File: src/rtl/hzd_pkg.sv
package hzd_pkg;
  parameter int REG_W = 4;
  parameter int OP_W  = 4;

  typedef logic [REG_W-1:0] regId_t;
  typedef logic [OP_W-1:0]  opcode_t;

  localparam regId_t  REG_NONE = '1;
  localparam opcode_t OP_NOP   = 4'h1;
  localparam opcode_t OP_LOAD  = 4'h5;
  localparam opcode_t OP_JUMP  = 4'h7;
  localparam opcode_t OP_RET   = 4'h9;
  localparam opcode_t OP_POP   = 4'hB;

  localparam int FWD_SRCS = 5;

  typedef enum logic [2:0] {
    FWD_RF      = 3'd0,
    FWD_EXE_ALU = 3'd1,
    FWD_MEM_RD  = 3'd2,
    FWD_MEM_ALU = 3'd3,
    FWD_WB_MEM  = 3'd4,
    FWD_WB_ALU  = 3'd5
  } fwdSel_t;

  typedef struct packed {
    logic loadUse;
    logic retPending;
    logic mispredict;
  } hazFlags_t;

  typedef struct packed {
    logic fStall;
    logic dStall;
    logic dBubble;
    logic eBubble;
  } stageCtl_t;
endpackage

File: src/rtl/hazard_detect.sv
module hazard_detect
  import hzd_pkg::*;
(
  input  opcode_t   decIcode,
  input  regId_t    decSrcA,
  input  regId_t    decSrcB,
  input  opcode_t   exeIcode,
  input  regId_t    exeDstM,
  input  logic      exeCnd,
  input  opcode_t   memIcode,
  output hazFlags_t flags
);
  logic exeIsLoad;
  logic srcHit;

  always_comb begin
    exeIsLoad = (exeIcode == OP_LOAD) || (exeIcode == OP_POP);
    srcHit    = (exeDstM != REG_NONE) &&
                ((exeDstM == decSrcA) || (exeDstM == decSrcB));
    flags.loadUse    = exeIsLoad && srcHit;
    flags.retPending = (decIcode == OP_RET) || (exeIcode == OP_RET) ||
                       (memIcode == OP_RET);
    flags.mispredict = (exeIcode == OP_JUMP) && !exeCnd;
  end

  always_comb begin

    if (flags.loadUse) begin
      load_excl_jump_chk: assert (!flags.mispredict)
        else $error("load/use and mispredict from one execute opcode");
    end

    if (exeDstM == REG_NONE) begin
      none_no_loaduse_chk: assert (!flags.loadUse)
        else $error("register 0xF produced a load/use hazard");
    end
  end
endmodule

File: src/rtl/stage_ctrl.sv
module stage_ctrl
  import hzd_pkg::*;
(
  input  hazFlags_t flags,
  output stageCtl_t ctl
);
  always_comb begin
    ctl.fStall  = flags.loadUse || flags.retPending;
    ctl.dStall  = flags.loadUse;
    ctl.dBubble = flags.mispredict || (flags.retPending && !flags.loadUse);
    ctl.eBubble = flags.mispredict || flags.loadUse;
  end

  always_comb begin

    dec_stall_bubble_excl_chk: assert (!(ctl.dStall && ctl.dBubble))
      else $error("decode both stalled and bubbled");

    if (ctl.dStall) begin
      stall_implies_front_chk: assert (ctl.fStall && ctl.eBubble)
        else $error("decode stall without fetch stall and execute bubble");
    end

    if (flags.mispredict) begin
      squash_two_chk: assert (ctl.dBubble && ctl.eBubble && !ctl.dStall)
        else $error("mispredict did not squash both younger slots");
    end
  end
endmodule

File: src/rtl/fwd_pick.sv
module fwd_pick
  import hzd_pkg::*;
(
  input  regId_t  src,
  input  regId_t  exeDstE,
  input  regId_t  memDstM,
  input  regId_t  memDstE,
  input  regId_t  wbDstM,
  input  regId_t  wbDstE,
  output fwdSel_t sel
);
  regId_t  candDst  [FWD_SRCS];
  fwdSel_t candCode [FWD_SRCS];

  always_comb begin
    candDst[0] = exeDstE;  candCode[0] = FWD_EXE_ALU;
    candDst[1] = memDstM;  candCode[1] = FWD_MEM_RD;
    candDst[2] = memDstE;  candCode[2] = FWD_MEM_ALU;
    candDst[3] = wbDstM;   candCode[3] = FWD_WB_MEM;
    candDst[4] = wbDstE;   candCode[4] = FWD_WB_ALU;
    sel = FWD_RF;
    if (src != REG_NONE) begin
      for (int i = FWD_SRCS - 1; i >= 0; i--) begin
        if (candDst[i] == src) sel = candCode[i];
      end
    end
  end

  always_comb begin

    if (src == REG_NONE) begin
      none_selects_rf_chk: assert (sel == FWD_RF)
        else $error("register 0xF was forwarded");
    end

    if (src != REG_NONE && exeDstE == src) begin
      exe_wins_chk: assert (sel == FWD_EXE_ALU)
        else $error("execute result lost priority");
    end
  end
endmodule

File: src/rtl/hazard_ctrl_top.sv
module hazard_ctrl_top
  import hzd_pkg::*;
(
  input  logic [3:0] decIcode,
  input  logic [3:0] decSrcA,
  input  logic [3:0] decSrcB,
  input  logic [3:0] exeIcode,
  input  logic [3:0] exeDstE,
  input  logic [3:0] exeDstM,
  input  logic       exeCnd,
  input  logic [3:0] memIcode,
  input  logic [3:0] memDstE,
  input  logic [3:0] memDstM,
  input  logic [3:0] wbDstE,
  input  logic [3:0] wbDstM,
  output logic       fetchStall,
  output logic       decodeStall,
  output logic       decodeBubble,
  output logic       executeBubble,
  output logic [2:0] fwdSelA,
  output logic [2:0] fwdSelB
);
  hazFlags_t flags;
  stageCtl_t ctl;
  regId_t    srcs [2];
  fwdSel_t   sels [2];

  hazard_detect u_detect (
    .decIcode (decIcode),
    .decSrcA  (decSrcA),
    .decSrcB  (decSrcB),
    .exeIcode (exeIcode),
    .exeDstM  (exeDstM),
    .exeCnd   (exeCnd),
    .memIcode (memIcode),
    .flags    (flags)
  );

  stage_ctrl u_ctrl (
    .flags (flags),
    .ctl   (ctl)
  );

  assign srcs[0] = decSrcA;
  assign srcs[1] = decSrcB;

  // one independent selector per decode operand
  for (genvar g = 0; g < 2; g++) begin : g_fwd
    fwd_pick u_pick (
      .src     (srcs[g]),
      .exeDstE (exeDstE),
      .memDstM (memDstM),
      .memDstE (memDstE),
      .wbDstM  (wbDstM),
      .wbDstE  (wbDstE),
      .sel     (sels[g])
    );
  end

  assign fetchStall    = ctl.fStall;
  assign decodeStall   = ctl.dStall;
  assign decodeBubble  = ctl.dBubble;
  assign executeBubble = ctl.eBubble;
  assign fwdSelA       = sels[0];
  assign fwdSelB       = sels[1];
endmodule

File: config.mk
export PLATFORM = sky130hd
export DESIGN_NAME = hazard_ctrl_top
export DESIGN_NICKNAME = d
export VERILOG_FILES = /design/src/rtl/hzd_pkg.sv /design/src/rtl/hazard_detect.sv /design/src/rtl/stage_ctrl.sv /design/src/rtl/fwd_pick.sv /design/src/rtl/hazard_ctrl_top.sv
export SDC_FILE = /design/constraint.sdc
export NUM_CORES = 1
export LEC_CHECK = 0
export CORE_MARGIN = 3
export CORE_UTILIZATION = 42
export DETAILED_ROUTE_END_ITERATION = 12
export PLACE_DENSITY_LB_ADDON = 0.05
export SLEW_MARGIN = 20
export SYNTH_ARGS = -nofsm -noshare
export SYNTH_HDL_FRONTEND = slang
export SYNTH_SLANG_ARGS = --single-unit
File: constraint.sdc
create_clock -name vclk -period 2.4
set_input_delay 0.36 -clock vclk [all_inputs]
set_output_delay 0.36 -clock vclk [all_outputs]
set_load 0.01 [all_outputs]
=== Word level (Yosys, flattened, before mapping) ===
Cells that the tools add are included.

* Register bits after elaboration: 0
* Input port bits: 45
* Output and inout bits: 10

* Equal/unequal tests: 21
* Mux-type cells: 12
* Reductions and logical operators: 13

{| class="wikitable"
|+ Operator list
! cell !! count
|-
| $eq 4x4->1 || 12
|-
| $mux 3 || 12
|-
| $eq 4x4->1 const B || 4
|-
| $ne 4x4->1 const B || 3
|-
| $eq 4x3->1 const B || 2
|-
| $logic_or 1x1->1 || 7
|-
| $logic_and 1x1->1 || 4
|-
| $logic_not 1->1 || 2
|}

=== Longest topological paths before layout ===
Gate-level depths: netlist (run 1).

* Depth after elaboration: 7
* Mapped depth: 6
* Depth with buffers taken out: 5

=== Cells and area by module ===
A second synthesis (run 1) with hierarchy kept.

* Cell total of the unflattened synthesis: 102
* Area, all modules: 959.7 µm²

{| class="wikitable"
|+ Modules (own cells, without submodules)
! module !! instances !! cells each !! area an instance (µm²) !! seq. area each (µm²)
|-
| fwd_pick || 2 || 38 || 379.1 || 0.0
|-
| hazard_detect || 1 || 21 || 170.2 || 0.0
|-
| stage_ctrl || 1 || 5 || 31.3 || 0.0
|}

=== Least setup slack after synthesis (run 1) ===
No wires, ideal clock.

* Path kind: input to output
* From: input decSrcB[2]
* To: output fwdSelB[2]
* Arrival: 1.324 ns
* Path slack: 0.716 ns
* Stages on the path: 5
* Path buffers: 1
* Cells stage by stage: buf_4 -> xor2_1 -> nor4_2 -> nand2b_1 -> a2111oi_2

* Cells in the longest elaborated chain, start to end: 7
* Elaborated cells on any way between the ends: 12

{| class="wikitable"
|+ RTL lines
! what !! RTL line !! text
|-
| from (decl) || hazard_ctrl_top.sv:6 || <nowiki>input logic [3:0] decSrcB,</nowiki>
|-
| $eq 4x4->1 || fwd_pick.sv:24 || <nowiki>if (candDst[i] == src) sel = candCode[i];</nowiki>
|-
| $mux 3 (5 in a row) || fwd_pick.sv:24 ||
|-
| $mux 3 * || fwd_pick.sv:22 || <nowiki>if (src != REG_NONE) begin</nowiki>
|-
| to (decl) || hazard_ctrl_top.sv:21 || <nowiki>output logic [2:0] fwdSelB</nowiki>
|}

Every way passes the cells marked *; elsewhere a longest branch is shown, timed or not.

=== Worst setup path after layout (run 1) ===
* From: input decSrcA[1]
* To: output fwdSelA[2]

* Cells in the longest elaborated chain, start to end: 7
* Elaborated cells on any way between the ends: 12

{| class="wikitable"
|+ RTL lines
! what !! RTL line !! text
|-
| from (decl) || hazard_ctrl_top.sv:5 || <nowiki>input logic [3:0] decSrcA,</nowiki>
|-
| $eq 4x4->1 || fwd_pick.sv:24 ||
|-
| $mux 3 (5 in a row) || fwd_pick.sv:24 ||
|-
| $mux 3 * || fwd_pick.sv:22 ||
|-
| to (decl) || hazard_ctrl_top.sv:20 || <nowiki>output logic [2:0] fwdSelA,</nowiki>
|}

Marks and branches as above.

==> qor.txt, run 1 <==
Outcome = completed
Placement Cell Area = 1518 um^2
Width of the die = 51.47 um
Total Routing Usage GR = 23.35%
Adder-cell share of the synthesized area = 0%
Post-Place Worst Slack = -494.6 ps
Seq. cell area = 0 um^2
Avg WL per Cell = 15.77 um
Final min period = 2333 ps
Vias per cell = 5.173
Finished Cell Area = 1549 um^2
WP data required = 2040 ps
DRC Markers = 0
Xor and xnor fraction of the mapped netlist area = 48.41%
Cell total after placement = 193
CLK BUF = 0
Area Growth Syn to Fin = 78.39%
Slew margin rel. = 77.36%
I/O pins = 55
GRT overflow = 0
Commonest non-fill, non-tap cells in the layout = clkdlybuf4s50_1 (36), xnor2_1 (24), xor2_1 (23), buf_4 (21)
Tcrit/Tclk final = 97.21%
Seq Cell Count = 0
FILL cells = 114
Fin nets = 218
Syn. warnings = 0
GPL Wtd Cong = 0.7887
Leakage = 0.6504 nW
Count of cell types in the netlist = 26
Peak supply drop = 144.5 uV
Sequential share of the synthesized area = 0%
Die Area = 2649 um^2
Vias in the first global route = 1,085
Initial antenna violation count = 0
WP data arrival = 1970 ps
Post-DP HPWL = 2549 um
Row count = 15
Antenna viol nets, final = 0
Mapped Avg Cell Area = 8.597 um^2
Final Hold Violating Endpoints = 0
Antenna diodes = 0
Setup TNS = 0 ps
Initial Utilization = 47.21%
Die H = 51.47 um
Commonest non-fill, non-tap cell in the layout = clkdlybuf4s50_1
Critical setup path kind = primary input to output port
Routed vias = 1,014
Max Cap Viol = 0
Crit-path max FO = 6
Non-filler cells in the finished layout = 196
Gate Count Post-Synth = 101
Largest family of logic cells by synthesized area = XOR/XNOR gates
WHS = 1442 ps
Mapped cell area = 868.3 um^2
Buffers on Ports = 55
Critical Path Source Type = primary input
Max Clk Rate = 0.4286 GHz
Syn nets = 146
Share of post-route cells with drive strength above 1 = 27.49%
Post-CTS Hold Buffers = 0
Iter 0 DRT Violations = 5
Crit. End Element = output port
Largest net degree at the start of global routing = 7
Core area = 1839 um^2
First-pass GRT wire length = 4809 um
Drt pass-1 iters = 4
Synth Area in Compound Gates = 8.646%
Final setup violation count = 0
Post-synthesis mux area share = 0%
Worst slew pin tran = 335.0 ps
Area of the multi-input gates = 822.0 um^2
Simple-Gate Fraction of Synth Area = 33.00%
Post-Route WL = 3090 um
Final WS setup = 66.87 ps
Hold Crit Class = primary input to output port
Power per cell area = 193.8 nW/um^2
Slew Limit Fails = 0
[stage by stage]
| stage | total power, mW | utilization, % |
|---|---|---|
| 3_3_place_gp | 0.2876 | 82.52 |
| 4_1_cts | 0.2959 | 83.61 |
| 2_1_floorplan | 0.1487 | - |
| 6_report | 0.3001 | 84.22 |
| 3_5_place_dp | 0.2984 | 82.52 |
| 5_1_grt | 0.3191 | 84.22 |
[critical path: stages]
cell and delay (ps):
clkdlybuf4s50_1 440, buf_4 190, xnor2_1 220, nand4_1 180
a2111oi_2 380, buf_2 200
[synth_stat cells]
cell type | instances | area share (%)
nand3b_1 | 1 | 0.86
xor2_1 | 24 | 24
nor4_1 | 2 | 1.4
buf_6 | 6 | 7.8
nor4bb_1 | 3 | 3.5
nor3_2 | 2 | 2.3
xnor2_1 | 24 | 24
nand2b_1 | 3 | 2.2
a211oi_1 | 1 | 0.86
a211oi_2 | 1 | 1.4
a21oi_1 | 1 | 0.58
o2111ai_2 | 1 | 1.7
inv_2 | 1 | 0.43
nor4_4 | 2 | 4.9
buf_4 | 2 | 1.7
nor3_1 | 1 | 0.58
nand4_1 | 7 | 5.0
nand2_1 | 3 | 1.3
nor2_1 | 4 | 1.7
o21ai_0 | 1 | 0.58
or3_1 | 1 | 0.72
a2111oi_2 | 2 | 3.5
and2_1 | 2 | 1.4
nor4_2 | 2 | 2.9
and4_2 | 1 | 1.2
and4_1 | 3 | 3.0
[power by group]
group	internal [mW]	switching [mW]	leakage, nW
Sequential	0	0	0
Combinational	0.166	0.134	0.650
Clock	0	0	0
Total	0.166	0.134	0.650
[worst paths after layout]
| kind | from | end | slack [ps] | depth (start not counted) |
|---|---|---|---|---|
| worst max-delay path | decSrcA[1] | fwdSelA[2] | 70 | 6 |
| worst min-delay path | exeIcode[0] | decodeStall | 1440 | 4 |
[kinds of logic (layout without fill, tap and decap cells)]
logic type      count (synthesis)  after routing
simple gates                   37             37
compound gates                  7              7
xor+xnor                       48             48
buf+inv                         9             79
[per-layer routing]
layer  global-route usage, %  wire length, um  vias to the layer above
met5                       0                0                        -
met4                   4.367               23                        0
met3                   2.041              117                        4
met2                   47.46             1707                       29
met1                   25.52             1242                      483
li1                        -                -                      498
[cell type report]
| type | count | share of cell area (%) |
|---|---|---|
| multi-input cells | 92 | 53.07 |
| repair buffers | 78 | 44.67 |
| well taps | 25 | 2.019 |
| inverters | 1 | 0.2423 |
[timing repair]
item,in CTS,in global routing
buffers inserted,2,1
pin swaps,6,6
resized for setup,25,18
setup endpoints to repair,10,9
Power figures use the tool's default switching activity.
==> inputs of run 2 (changes only) <==
- CORE_UTILIZATION: 42 -> 35
==> qor.txt, run 2 (synthesis results as in run 1) <==
GPL Wtd Cong = 0.8064 (+2.2%)
Vias in the first global route = 1,040 (-4.1%)
Commonest non-fill, non-tap cell in the layout = clkdlybuf4s50_1
WP data required = 2040 ps (about the same)
Total Routing Usage GR = 16.95% (-6.4 points)
Slew margin rel. = 80.37% (+3.0 points)
Sw frac = 42.13% (-2.5 points)
Share of post-route cells with drive strength above 1 = 31.28% (+3.8 points)
Top delay family on crit path = buffers and inverters
Seq Cell Count = 0 (unchanged)
End of the critical path = fwdSelA[1]
Post-CTS Hold Buffers = 0 (unchanged)
FILL cells = 186 (+63%)
Initial Utilization = 38.15% (-9.1 points)
Avg WL per Cell = 13.14 um (-17%)
I/O pins = 55 (unchanged)
Fin nets = 226 (+3.7%)
Max Clk Rate = 0.4281 GHz (-0.13%)
Worst slew pin tran = 290.5 ps (-44.44 ps)
Crit. End Element = output port
Non-filler cells in the finished layout = 207 (+5.6%)
GR Layer Usage met3 = 1.392% (-0.65 points)
Leakage = 0.6793 nW (+4.5%)
CP bufs+invs = 5 (+2)
Vias per cell = 4.903 (-5.2%)
Antenna viol nets, final = 0 (unchanged)
Unrepaired setup endpoints after global routing = true
Commonest non-fill, non-tap cells in the layout = clkdlybuf4s50_1 (37), buf_4 (30), xnor2_1 (24), xor2_1 (21), dlygate4sd2_1 (9)
Post-Route WL = 2721 um (-12%)
Iter 0 DRT Violations = 19 (+14)
CP Depth = 9 (+3)
Routed vias = 1,015 (+0.099%)
GR peak layer = met2
Cell-internal power = 0.1785 mW (+7.3%)
Tcrit/Tclk final = 97.34% (+0.12 points)
Worst setup path start = decSrcA[3]
Max Cap Viol = 0 (unchanged)
DRC Markers = 0 (unchanged)
Slew Limit Fails = 0 (unchanged)
Peak supply drop = 123.8 uV (-14%)
CP most frequent cell = buf_4
Row count = 17 (+2)
Met2 usage = 32.09% (-15 points)
Met1 usage = 21.07% (-4.4 points)
Power per cell area = 188.0 nW/um^2 (-3.0%)
Hold Crit Class = primary input to output port
Buffers on Ports = 55 (unchanged)
Logic pwr share = 100.0% (about the same)
Critical Path Source Type = primary input
Outcome = completed
Post-DP HPWL = 2321 um (-9.0%)
Slowest CP cell = clkdlybuf4s50_1
Area of the multi-input gates = 844.6 um^2 (+2.7%)
Width of the die = 55.81 um (+8.4%)
Initial antenna violation count = 0 (unchanged)
Die H = 55.81 um (+8.4%)
Seq. cell area = 0 um^2 (unchanged)
Die Area = 3115 um^2 (+18%)
Largest incremental delay on the critical path = 470 ps (+30 ps)
Seq pwr share = 0% (unchanged)
Core area = 2276 um^2 (+24%)
Cell total after placement = 198 (+2.6%)
CLK BUF = 0 (unchanged)
Switching power = 0.1299 mW (-2.9%)
Largest net degree at the start of global routing = 8 (+1)
Clock share of power = 0% (unchanged)
Crit-path max FO = 7 (+1)
WP data arrival = 1980 ps (about the same)
Final Hold Violating Endpoints = 0 (unchanged)
Crit path cell chain = clkdlybuf4s50_1 > buf_6 > buf_4 > xnor2_1 > nand4_1 > buf_4 > nand2b_4 > and2_1 > dlygate4sd2_1
Antenna diodes = 0 (unchanged)
Critical setup path kind = primary input to output port
WHS = 1360 ps (-82.54 ps)
Final setup violation count = 0 (unchanged)
First-pass GRT wire length = 4478 um (-6.9%)
Final min period = 2336 ps (+2.979 ps)
GRT overflow = 0 (unchanged)
Hold Crit Start = decSrcA[1]
Area Growth Syn to Fin = 88.90%
Drt pass-1 iters = 4 (unchanged)
run 2: changes by cell type in the layout (fill, tap and decap cells not counted), sizes merged:
| cell | change |
|---|---|
| clkbuf | -4 |
| clkdlybuf4s50 | +1 |
| buf | +9 |
| dlymetal6s2s | -2 |
| clkdlybuf4s15 | +2 |
| dlygate4sd2 | +2 |
run 2: per-layer routing:
metal | routed length [um] | up-vias
met5 | 0 | -
met4 | 15 | 0
met3 | 163 | 2
met2 | 1382 | 38
met1 | 1160 | 464
li1 | - | 511
run 2: how the worst min path moves through the flow:
stage,slack (ps),to,cells past startpoint
floorplan,830,decodeStall,2
global placement,1780,decodeStall,4
detailed placement,1790,decodeStall,4
CTS,1520,fwdSelB[2],6
global route,1390,fwdSelA[2],5
finish,1360,fwdSelA[2],5
run 2: area by class of cell:
| cell class | instances | share of cell area [%] |
|---|---|---|
| inverter | 1 | 0.2288 |
| tap | 28 | 2.136 |
| multi-input combinational | 92 | 51.49 |
| timing repair buffer | 86 | 46.15 |
run 2: power by group through the flow:
| stage | sequential, mW | clock, mW | combinational, mW |
|---|---|---|---|
| after floorplan | 0 | 0 | 0.149 |
| after global placement | 0 | 0 | 0.291 |
| after detailed placement | 0 | 0 | 0.296 |
| after CTS | 0 | 0 | 0.300 |
| after global routing | 0 | 0 | 0.331 |
| final | 0 | 0 | 0.308 |
run 2: repair_timing:
item                                    CTS  global route
pin swaps                                 9             6
resized for setup                        32            10
setup buffers                             6             3
endpoints found under the setup margin   10             8
run 2: per-stage QoR:
stage	worst slack (ps)	setup TNS [ps]	area (um^2)	utilization, %	power [mW]
floorplan	715.6	0	868.3	-	0.1487
global placement	-499.5	-3550	1536	67.51	0.2913
detailed placement	-536.3	-3734	1536	67.51	0.2960
CTS	17.74	0	1598	70.20	0.3001
global route	-17.16	-17.16	1640	72.07	0.3315
finish	63.89	0	1640	72.07	0.3084
==> inputs of run 3 (changes only) <==
- GPL_ROUTABILITY_DRIVEN: not set -> 0
==> results of run 3 <==
The final DEF is identical to that of run 2; final timing and power are the same.
